==> config.mk <==
export PLATFORM = sky130hd
export DESIGN_NAME = pulse_cal_seq
export DESIGN_NICKNAME = d
export VERILOG_FILES = /design/src/rtl/calseq_pkg.sv /design/src/rtl/calseq_qual.sv /design/src/rtl/calseq_timer.sv /design/src/rtl/calseq_ctrl.sv /design/src/rtl/pulse_cal_seq.sv
export SDC_FILE = /design/constraint.sdc
export NUM_CORES = 1
export LEC_CHECK = 0
export ABC_AREA = 1
export CAP_MARGIN = 20
export CORE_ASPECT_RATIO = 1.75
export CORE_MARGIN = 4
export CORE_UTILIZATION = 35
export CTS_CLUSTER_DIAMETER = 100
export DETAILED_ROUTE_END_ITERATION = 6
export PLACE_DENSITY_LB_ADDON = 0.2
export SLEW_MARGIN = 20
export SYNTH_ARGS = -nofsm -noshare
export SYNTH_HDL_FRONTEND = slang
export SYNTH_SLANG_ARGS = --single-unit
==> constraint.sdc <==
create_clock -name clk -period 1.8 [get_ports clk]
set_input_delay 0.18 -clock clk [delete_from_list [all_inputs] [get_ports clk]]
set_output_delay 0.18 -clock clk [all_outputs]
set_load 0.02 [all_outputs]
==> src/rtl/calseq_pkg.sv <==
package calseq_pkg;

  typedef enum logic [1:0] {
    ST_WAIT = 2'd0,
    ST_IDLE = 2'd1,
    ST_CAL  = 2'd2
  } calState_e;

  typedef struct packed {
    logic qualEn;
    logic dlyInc;
    logic calLoad;
    logic calDec;
  } seqStrobe_t;

endpackage

==> src/rtl/calseq_qual.sv <==
module calseq_qual #(
  parameter int QUAL_CYCLES = 80
) (
  input  logic clk,
  input  logic rstN,
  input  logic qualEn,
  input  logic calReq,
  output logic fire
);
  localparam int QW = $clog2(QUAL_CYCLES + 1);
  localparam logic [QW-1:0] PHASE_LAST = QW'(QUAL_CYCLES - 1);
  localparam logic [QW-1:0] PHASE_FULL = QW'(QUAL_CYCLES);

  logic [QW-1:0] lowCnt;
  logic [QW-1:0] highCnt;
  logic          armed;

  assign fire = qualEn & calReq & armed & (highCnt == PHASE_LAST);

  always_ff @(posedge clk or negedge rstN) begin
    if (!rstN) begin
      lowCnt  <= '0;
      highCnt <= '0;
      armed   <= 1'b0;
    end else if (!qualEn) begin
      lowCnt  <= '0;
      highCnt <= '0;
      armed   <= 1'b0;
    end else if (!calReq) begin
      highCnt <= '0;
      if (lowCnt != PHASE_FULL) lowCnt <= lowCnt + 1'b1;
      armed <= (lowCnt >= PHASE_LAST);
    end else begin
      lowCnt <= '0;
      if (fire) begin
        armed   <= 1'b0;
        highCnt <= '0;
      end else if (armed) begin
        highCnt <= highCnt + 1'b1;
      end
    end
  end


  arm_after_low_chk: assert property (@(posedge clk) disable iff (!rstN)
    $rose(armed) |-> $past(!calReq));


  arm_needs_full_low_chk: assert property (@(posedge clk) disable iff (!rstN)
    $rose(armed) |-> ($past(lowCnt) >= PHASE_LAST));

endmodule

==> src/rtl/calseq_timer.sv <==
module calseq_timer #(
  parameter int SHORT_LOG2 = 8,
  parameter int LONG_LOG2  = 16,
  parameter int CAL_CYCLES = 1024
) (
  input  logic clk,
  input  logic rstN,
  input  logic useLong,
  input  logic dlyInc,
  input  logic calLoad,
  input  logic calDec,
  output logic dlyDone,
  output logic calZero
);
  localparam int DW = LONG_LOG2;
  localparam int CW = (CAL_CYCLES > 2) ? $clog2(CAL_CYCLES) : 1;
  localparam logic [DW-1:0] SHORT_LAST = DW'((64'd1 << SHORT_LOG2) - 64'd1);
  localparam logic [DW-1:0] LONG_LAST  = {DW{1'b1}};
  localparam logic [CW-1:0] CAL_LAST   = CW'(CAL_CYCLES - 1);

  logic [DW-1:0] dlyCnt;
  logic [DW-1:0] dlyLast;
  logic [CW-1:0] calCnt;

  assign dlyLast = useLong ? LONG_LAST : SHORT_LAST;
  assign dlyDone = (dlyCnt >= dlyLast);
  assign calZero = (calCnt == '0);

  always_ff @(posedge clk or negedge rstN) begin
    if (!rstN)       dlyCnt <= '0;
    else if (dlyInc) dlyCnt <= dlyCnt + 1'b1;
  end

  always_ff @(posedge clk or negedge rstN) begin
    if (!rstN)        calCnt <= '0;
    else if (calLoad) calCnt <= CAL_LAST;
    else if (calDec)  calCnt <= calCnt - 1'b1;
  end


  cal_no_wrap_chk: assert property (@(posedge clk) disable iff (!rstN)
    calDec |-> (calCnt != '0));


  cal_load_exact_chk: assert property (@(posedge clk) disable iff (!rstN)
    calLoad |=> (calCnt == CAL_LAST));

endmodule

==> src/rtl/calseq_ctrl.sv <==
module calseq_ctrl
  import calseq_pkg::*;
(
  input  logic       clk,
  input  logic       rstN,
  input  logic       powerDown,
  input  logic       fire,
  input  logic       dlyDone,
  input  logic       calZero,
  output logic       busy,
  output seqStrobe_t stb
);
  calState_e state;
  calState_e stateNxt;

  always_comb begin
    stateNxt    = state;
    stb         = '0;
    stb.qualEn  = (state == ST_IDLE) && !powerDown;
    if (powerDown) begin
      stateNxt = ST_IDLE;
    end else begin
      case (state)
        ST_WAIT: begin
          if (dlyDone) begin
            stateNxt    = ST_CAL;
            stb.calLoad = 1'b1;
          end else begin
            stb.dlyInc = 1'b1;
          end
        end
        ST_IDLE: begin
          if (fire) begin
            stateNxt    = ST_CAL;
            stb.calLoad = 1'b1;
          end
        end
        ST_CAL: begin
          if (calZero) stateNxt   = ST_IDLE;
          else         stb.calDec = 1'b1;
        end
        default: stateNxt = ST_IDLE;
      endcase
    end
  end

  always_ff @(posedge clk or negedge rstN) begin
    if (!rstN) state <= ST_WAIT;
    else       state <= stateNxt;
  end

  assign busy = (state == ST_CAL);


  pd_abort_chk: assert property (@(posedge clk) disable iff (!rstN)
    powerDown |=> !busy);


  busy_rise_cause_chk: assert property (@(posedge clk) disable iff (!rstN)
    $rose(busy) |-> $past(fire || dlyDone));


  busy_fall_cause_chk: assert property (@(posedge clk) disable iff (!rstN)
    $fell(busy) |-> $past(calZero || powerDown));


  no_retrigger_chk: assert property (@(posedge clk) disable iff (!rstN)
    busy |-> !fire);


  wait_count_chk: assert property (@(posedge clk) disable iff (!rstN)
    stb.dlyInc |-> !dlyDone);

endmodule

==> src/rtl/pulse_cal_seq.sv <==
module pulse_cal_seq
  import calseq_pkg::*;
#(
  parameter int QUAL_CYCLES = 80,
  parameter int SHORT_LOG2  = 8,
  parameter int LONG_LOG2   = 16,
  parameter int CAL_CYCLES  = 1024
) (
  input  logic clk,
  input  logic rstN,
  input  logic calReq,
  input  logic powerDown,
  input  logic dlySelLong,
  input  logic extCtrlEn,
  input  logic holdClkCfg,
  output logic calBusy,
  output logic dclkEn
);
  seqStrobe_t stb;
  logic       fire;
  logic       dlyDone;
  logic       calZero;
  logic       useLong;

  assign useLong = dlySelLong & ~extCtrlEn;

  calseq_qual #(.QUAL_CYCLES(QUAL_CYCLES)) uQual (
    .clk    (clk),
    .rstN   (rstN),
    .qualEn (stb.qualEn),
    .calReq (calReq),
    .fire   (fire)
  );

  calseq_timer #(
    .SHORT_LOG2 (SHORT_LOG2),
    .LONG_LOG2  (LONG_LOG2),
    .CAL_CYCLES (CAL_CYCLES)
  ) uTimer (
    .clk     (clk),
    .rstN    (rstN),
    .useLong (useLong),
    .dlyInc  (stb.dlyInc),
    .calLoad (stb.calLoad),
    .calDec  (stb.calDec),
    .dlyDone (dlyDone),
    .calZero (calZero)
  );

  calseq_ctrl uCtrl (
    .clk       (clk),
    .rstN      (rstN),
    .powerDown (powerDown),
    .fire      (fire),
    .dlyDone   (dlyDone),
    .calZero   (calZero),
    .busy      (calBusy),
    .stb       (stb)
  );

  assign dclkEn = ~(calBusy & holdClkCfg);


  ext_short_wait_chk: assert property (@(posedge clk) disable iff (!rstN)
    (extCtrlEn && stb.dlyInc) |-> !useLong);

endmodule

; ---- After elaboration in Yosys (flattened, before gate mapping)
; Cells that the tools add are included.
[word_totals]
n_memories = 0
ramBits = 0
mem_bits_ro = 0
reg_bits = 43
latchBits = 0
[classes]
eq_ne = 10
n_reduce_logical = 6
n_mux = 26
n_lt_le_gt_ge = 2
n_bitwise = 7
add_sub_neg = 4
n_mul = 0
div = 0
n_shift = 0
[ops]
columns = cell, count
row1 = $mux W7, 7
row2 = $mux W10, 2
row3 = $add A16 B1 Y16 const B, 1
row4 = $ge A16 B16 Y1, 1
row5 = $mux W16, 1
row6 = $add A7 B1 Y7 const B, 2
row7 = $ne A3 B3 Y1 const B, 4
row8 = $logic_not A10 Y1, 1
row9 = $sub A10 B1 Y10 const B, 1
row10 = $mux W1, 9
row11 = $mux W2, 4
row12 = $eq A7 B7 Y1 const B, 1
row13 = $ge A7 B7 Y1 const B, 1
row14 = $ne A7 B7 Y1 const B, 1
row15 = $pmux W2 S3, 1
row16 = $and A1 B1 Y1, 5
row17 = $ne A4 B4 Y1 const B, 1
row18 = $mux W3, 1
row19 = $ne A3 B2 Y1 const B, 1
row20 = $reduce_and A3 Y1, 1
row21 = $eq A2 B1 Y1 const B, 1
row22 = $eq A2 B2 Y1 const B, 1
row23 = $logic_not A2 Y1, 1
row24 = $not A1 Y1, 2
row25 = other kinds (4), 4

; ---- Longest topological paths before layout
[logic_depth]
ltp_word = 10
mapped_depth = 14
ltp_nobuf = 13

; ---- Modules after synthesis
; Synthesis repeated with hierarchy kept, for this count alone.
[unflattened]
hier_cells = 327
area_unflattened_um2 = 2591.2
[modules_own_cells]
columns = mod, n_inst, seq_area_each_um2, area_per_inst_um2, cells_per_inst
row1 = calseq_timer, 1, 650.6, 1541.5, 181
row2 = calseq_qual, 1, 375.4, 885.8, 120
row3 = calseq_ctrl, 1, 50.0, 150.1, 23
row4 = pulse_cal_seq, 1, 0.0, 13.8, 3

; ---- Worst setup path before layout
; OpenSTA, ideal clock, no wires.
[synth_timing]
kind = register to register
from = register uTimer.dlyCnt[13]
to = register uTimer.dlyCnt[4]
arrival_time_ps = 1520
stages_incl_launch_ff = 9
setup_slack_ps = 157
setup_time_ps = 123
required_time_ps = 1677
path_cell_list = dfrtp_1 -> ha_1 -> nand2_1 -> nand2_1 -> a21oi_1 -> nand4_2 -> buf_4 -> o21ai_0 -> nand2_1
[synth_via]
elab_chain_cells = 4
[synth_rtl]
columns = element, line_no
row1 = start: declaration, calseq_timer.sv:21  ; logic [DW-1:0] dlyCnt;
row2 = start signal: assignment, calseq_timer.sv:31  ; else if (dlyInc) dlyCnt <= dlyCnt + 1'b1;
row3 = $ge A16 B16 Y1, calseq_timer.sv:26  ; assign dlyDone = (dlyCnt >= dlyLast);
row4 = $mux W1, calseq_ctrl.sv:25  ; if (dlyDone) begin
row5 = $mux W1, calseq_ctrl.sv:23  ; case (state)
row6 = $mux W3, calseq_ctrl.sv:20  ; if (powerDown) begin
; No other way between the ends.
; A chain may end at the register's enable or synchronous reset.

; ---- Worst setup path after layout
[layout_timing]
from = register uTimer.dlyCnt[15]
to = register uCtrl.state[0]
[layout_via]
elab_chain_cells = 3
[layout_rtl]
columns = element, line_no
row1 = $ge A16 B16 Y1, calseq_timer.sv:26
row2 = $ne A3 B3 Y1 (no source line), --
row3 = $reduce_and A3 Y1 (no source line), --
row4 = end signal: assignment, calseq_ctrl.sv:49  ; else state <= stateNxt;
row5 = end: declaration, calseq_ctrl.sv:13  ; calState_e state;
; No other way between the ends.

==> flow_summary.ini <==
[floorplanning]
rows = 41
die_h_um = 123
initial_utilization = 0.363
die_area_um2 = 9060
fp.dieW_um = 73.7
ioPinCount = 9
coreArea_um2 = 7280

[clocking]
clk-insertion-delay-late_ns = 0.29
clock-sinks = 43
cts_htree_levels = 2
cts_buffer_depth = 2
root_buffer = clkbuf_16
cts_post_setup_buffers_inserted = 0
cts_buffers = 5
cts.reportedPaths.clkPinSlew_ns = 0.06
cts_tree = yes

[cells_and_area]
final_core_util = 0.444
diodes = 0
drive_above_1_share = 0.154
final_common_cell = nand2_1
mostFrequentLayoutCells = 73 x nand2_1, 62 x inv_1, 43 x dfrtp_1, 27 x nor2_1, 18 x nand3_1
fin_nets = 389
instances_no_fill = 455
fill_cells = 745
syn_to_final_growth_pct = 22.4

[synthesis]
synthMuxAreaShare = 0
ys_ff_latch = 43
ys.flop_type = dfrtp_1
synth-edff-count = 0
ys_top_cells_by_area = dfrtp_1 41%, nand2_1 11%, inv_1 9.1%
syn_area_per_cell_um2 = 7.80
syn_area_um2 = 2640
synth_cell_types = 30
yosysSeqAreaShare = 0.407
synth_top_family_by_area = simple AND/OR/NAND/NOR gates
synthAdderAreaFrac = 0.0615
synth_compound_area_frac = 0.0757
synth_cells = 339
syn-num-nets = 359
synth.largest_area_cell = dfrtp_1
synth-simple-area-share = 0.283
yosys.area_share.xor_xnor = 0.0663
synthArstFlopShare = 1.00
ys_warn_count = 0
synth_top_area_share = 0.407

[min_path]
min-delay-start = uTimer.calCnt[7]
hp-class = flip-flop to flip-flop

[worst_setup_path]
cp-end-kind = flip-flop
crit_slowest_cell = dfrtp_1
cpMostUsedCell = nand2_1
critPathLaunchType = flip-flop
arrival_ns = 1.86
criticalPathCategory = flip-flop to flip-flop
crit_family = simple AND/OR/NAND/NOR gates
crit_fanout = 16
critical_path.startpoint = uTimer.dlyCnt[15]
cpPeakStageDelay_ns = 0.43
required_ns = 2.01
reg2reg_from = uTimer.dlyCnt[15]
crit_buf_inv = 2
crit_chain = ha_4 > nand2_1 > inv_2 > nand2_1 > nor2_1 > nand2_2 > nand4_4 > buf_12 > nand2_1 > a21oi_2

[timing]
max_slew.worst_pin.slew_ns = 0.566
rsz0062_at_grt = no
clock_skew_ns = 0.00919
setup_viol = 0
relSlewSlack = 0.623
fmax_mhz = 607
period_share = 0.915
timing.final.ws_setup_ns = 0.153
period_minus_slack_ns = 1.65
hold_violations = 0
drv_slew = 0
holdWs_ns = 0.490

[run]
drv_cap = 0

[power]
power_switching_uw = 841
p_clk_frac = 0.334
p_total_mw = 2.74
pwr-share-comb = 0.233
seqPwrFrac = 0.432
power_leakage_nw = 1.64
netSwitchingFraction = 0.307
peakVddDrop_mv = 0.582
cell_internal_pwr_mw = 1.90
p_per_area_nw_per_um2 = 846

[drt]
vias = 2163
drt_iter0_drc = 69
via_per_inst = 4.75
drc = 0
routedWlPerCell_um = 11.9
dr.pass1.iters = 4
drtAntennaViolNets = 0
wirelength_um = 5390

[place]
dp_hpwl_um = 3670
place_congestion = 0.812
io_buffers = 8
pre_cts_ws_ns = -0.443
dp.cells = 444

[global_routing]
grt-ovfl-total = 0
antenna_found_initial = 0
grt_max_degree = 44
grt_pass1_vias = 2173
grt_usage = 0.130
grt_first_pass_wirelength_um = 9200

[outcome]
status = complete, no violations
[metrics by stage]
stage	instance area [um2]	setup TNS, ns
3_5_place_dp	2910	-10.13
2_1_floorplan	2640	0
6_report	3240	0
4_1_cts	3080	0
3_3_place_gp	2910	-9.03
5_1_grt	3240	0
[per-layer routing]
layer | track usage | share of wire | routed length, um
met5 | 0 | 0 | 0
met4 | 0.0669 | 0.022 | 120
met2 | 0.228 | 0.53 | 2850
met1 | 0.145 | 0.43 | 2320
met3 | 0.0244 | 0.019 | 100
[power groups by stage]
stage	sequential (mW)	clock [mW]	combinational [mW]
6_report	1.18	0.915	0.639
5_1_grt	1.20	0.983	0.749
4_1_cts	1.18	0.953	0.599
3_5_place_dp	1.20	0	0.594
3_3_place_gp	1.20	0	0.583
2_1_floorplan	1.19	0	0.408
[registers in the layout (all words and copies together), names as in the netlist]
name / flops
uTimer.dlyCnt: 16
uTimer.calCnt: 10
uQual.highCnt: 7
uQual.lowCnt: 7
uCtrl.state: 2
uQual.armed: 1
[timing repair]
item	4_1_cts	5_1_grt
endpoints found under the setup margin	25	28
hold endpoints to repair	29	0
pin swaps	0	9
hold buffers	1	0
resized for setup	2	22
cloned	0	3
[path summary, 6_finish.rpt]
check	cells past startpoint	endpoint	slack, ns
max	10	uCtrl.state[0]	0.15
min	2	uTimer.calCnt[7]	0.49
max reg2reg	10	uCtrl.state[0]	0.15
min reg2reg	2	uTimer.calCnt[7]	0.49
max in group asynchronous	3	uQual.armed	0.91
min in group asynchronous	3	uTimer.dlyCnt[4]	0.50
[cells by family (layout without fill, tap and decap cells)]
logic type               Yosys count  count (layout)
AO/OA/AOI/OAI                     38              38
XOR/XNOR                          20              20
adder cells (fa/ha/maj)           13              13
buffers and inverters             69              98
flip-flops                        43              43
AND/OR/NAND/NOR                  156             157
[area by class of cell]
cell class                      instances  area, um2  share of cell area
Timing Repair Buffer                   26        255              0.0789
Clock buffer                            6        139              0.0429
Tap cell                               86        108              0.0333
Clock inverter                          1       5.00             0.00155
Multi-Input combinational cell        228       1410               0.435
Sequential cell                        43       1080               0.333
Inverter                               65        244              0.0754
[cells in the mapped netlist, types with 5 or more instances]
library cell   n
nand3_2        6
nor3_1        10
inv_1         64
xor2_1        15
o21ai_0       19
nand2_1       76
nor2_1        27
ha_1          13
nand3_1       18
a21oi_1       10
o22ai_1        5
xnor2_1        5
dfrtp_1       43
[worst reg2reg max path, cell delays in order, from the launching register on]
cell and delay (ns):
dfrtp_1 0.43, ha_4 0.29, nand2_1 0.06, inv_2 0.08, nand2_1 0.06, nor2_1 0.11, nand2_2 0.08, nand4_4 0.13
buf_12 0.16, nand2_1 0.07, a21oi_2 0.11
No activity file was read; power rests on OpenSTA's default activity.
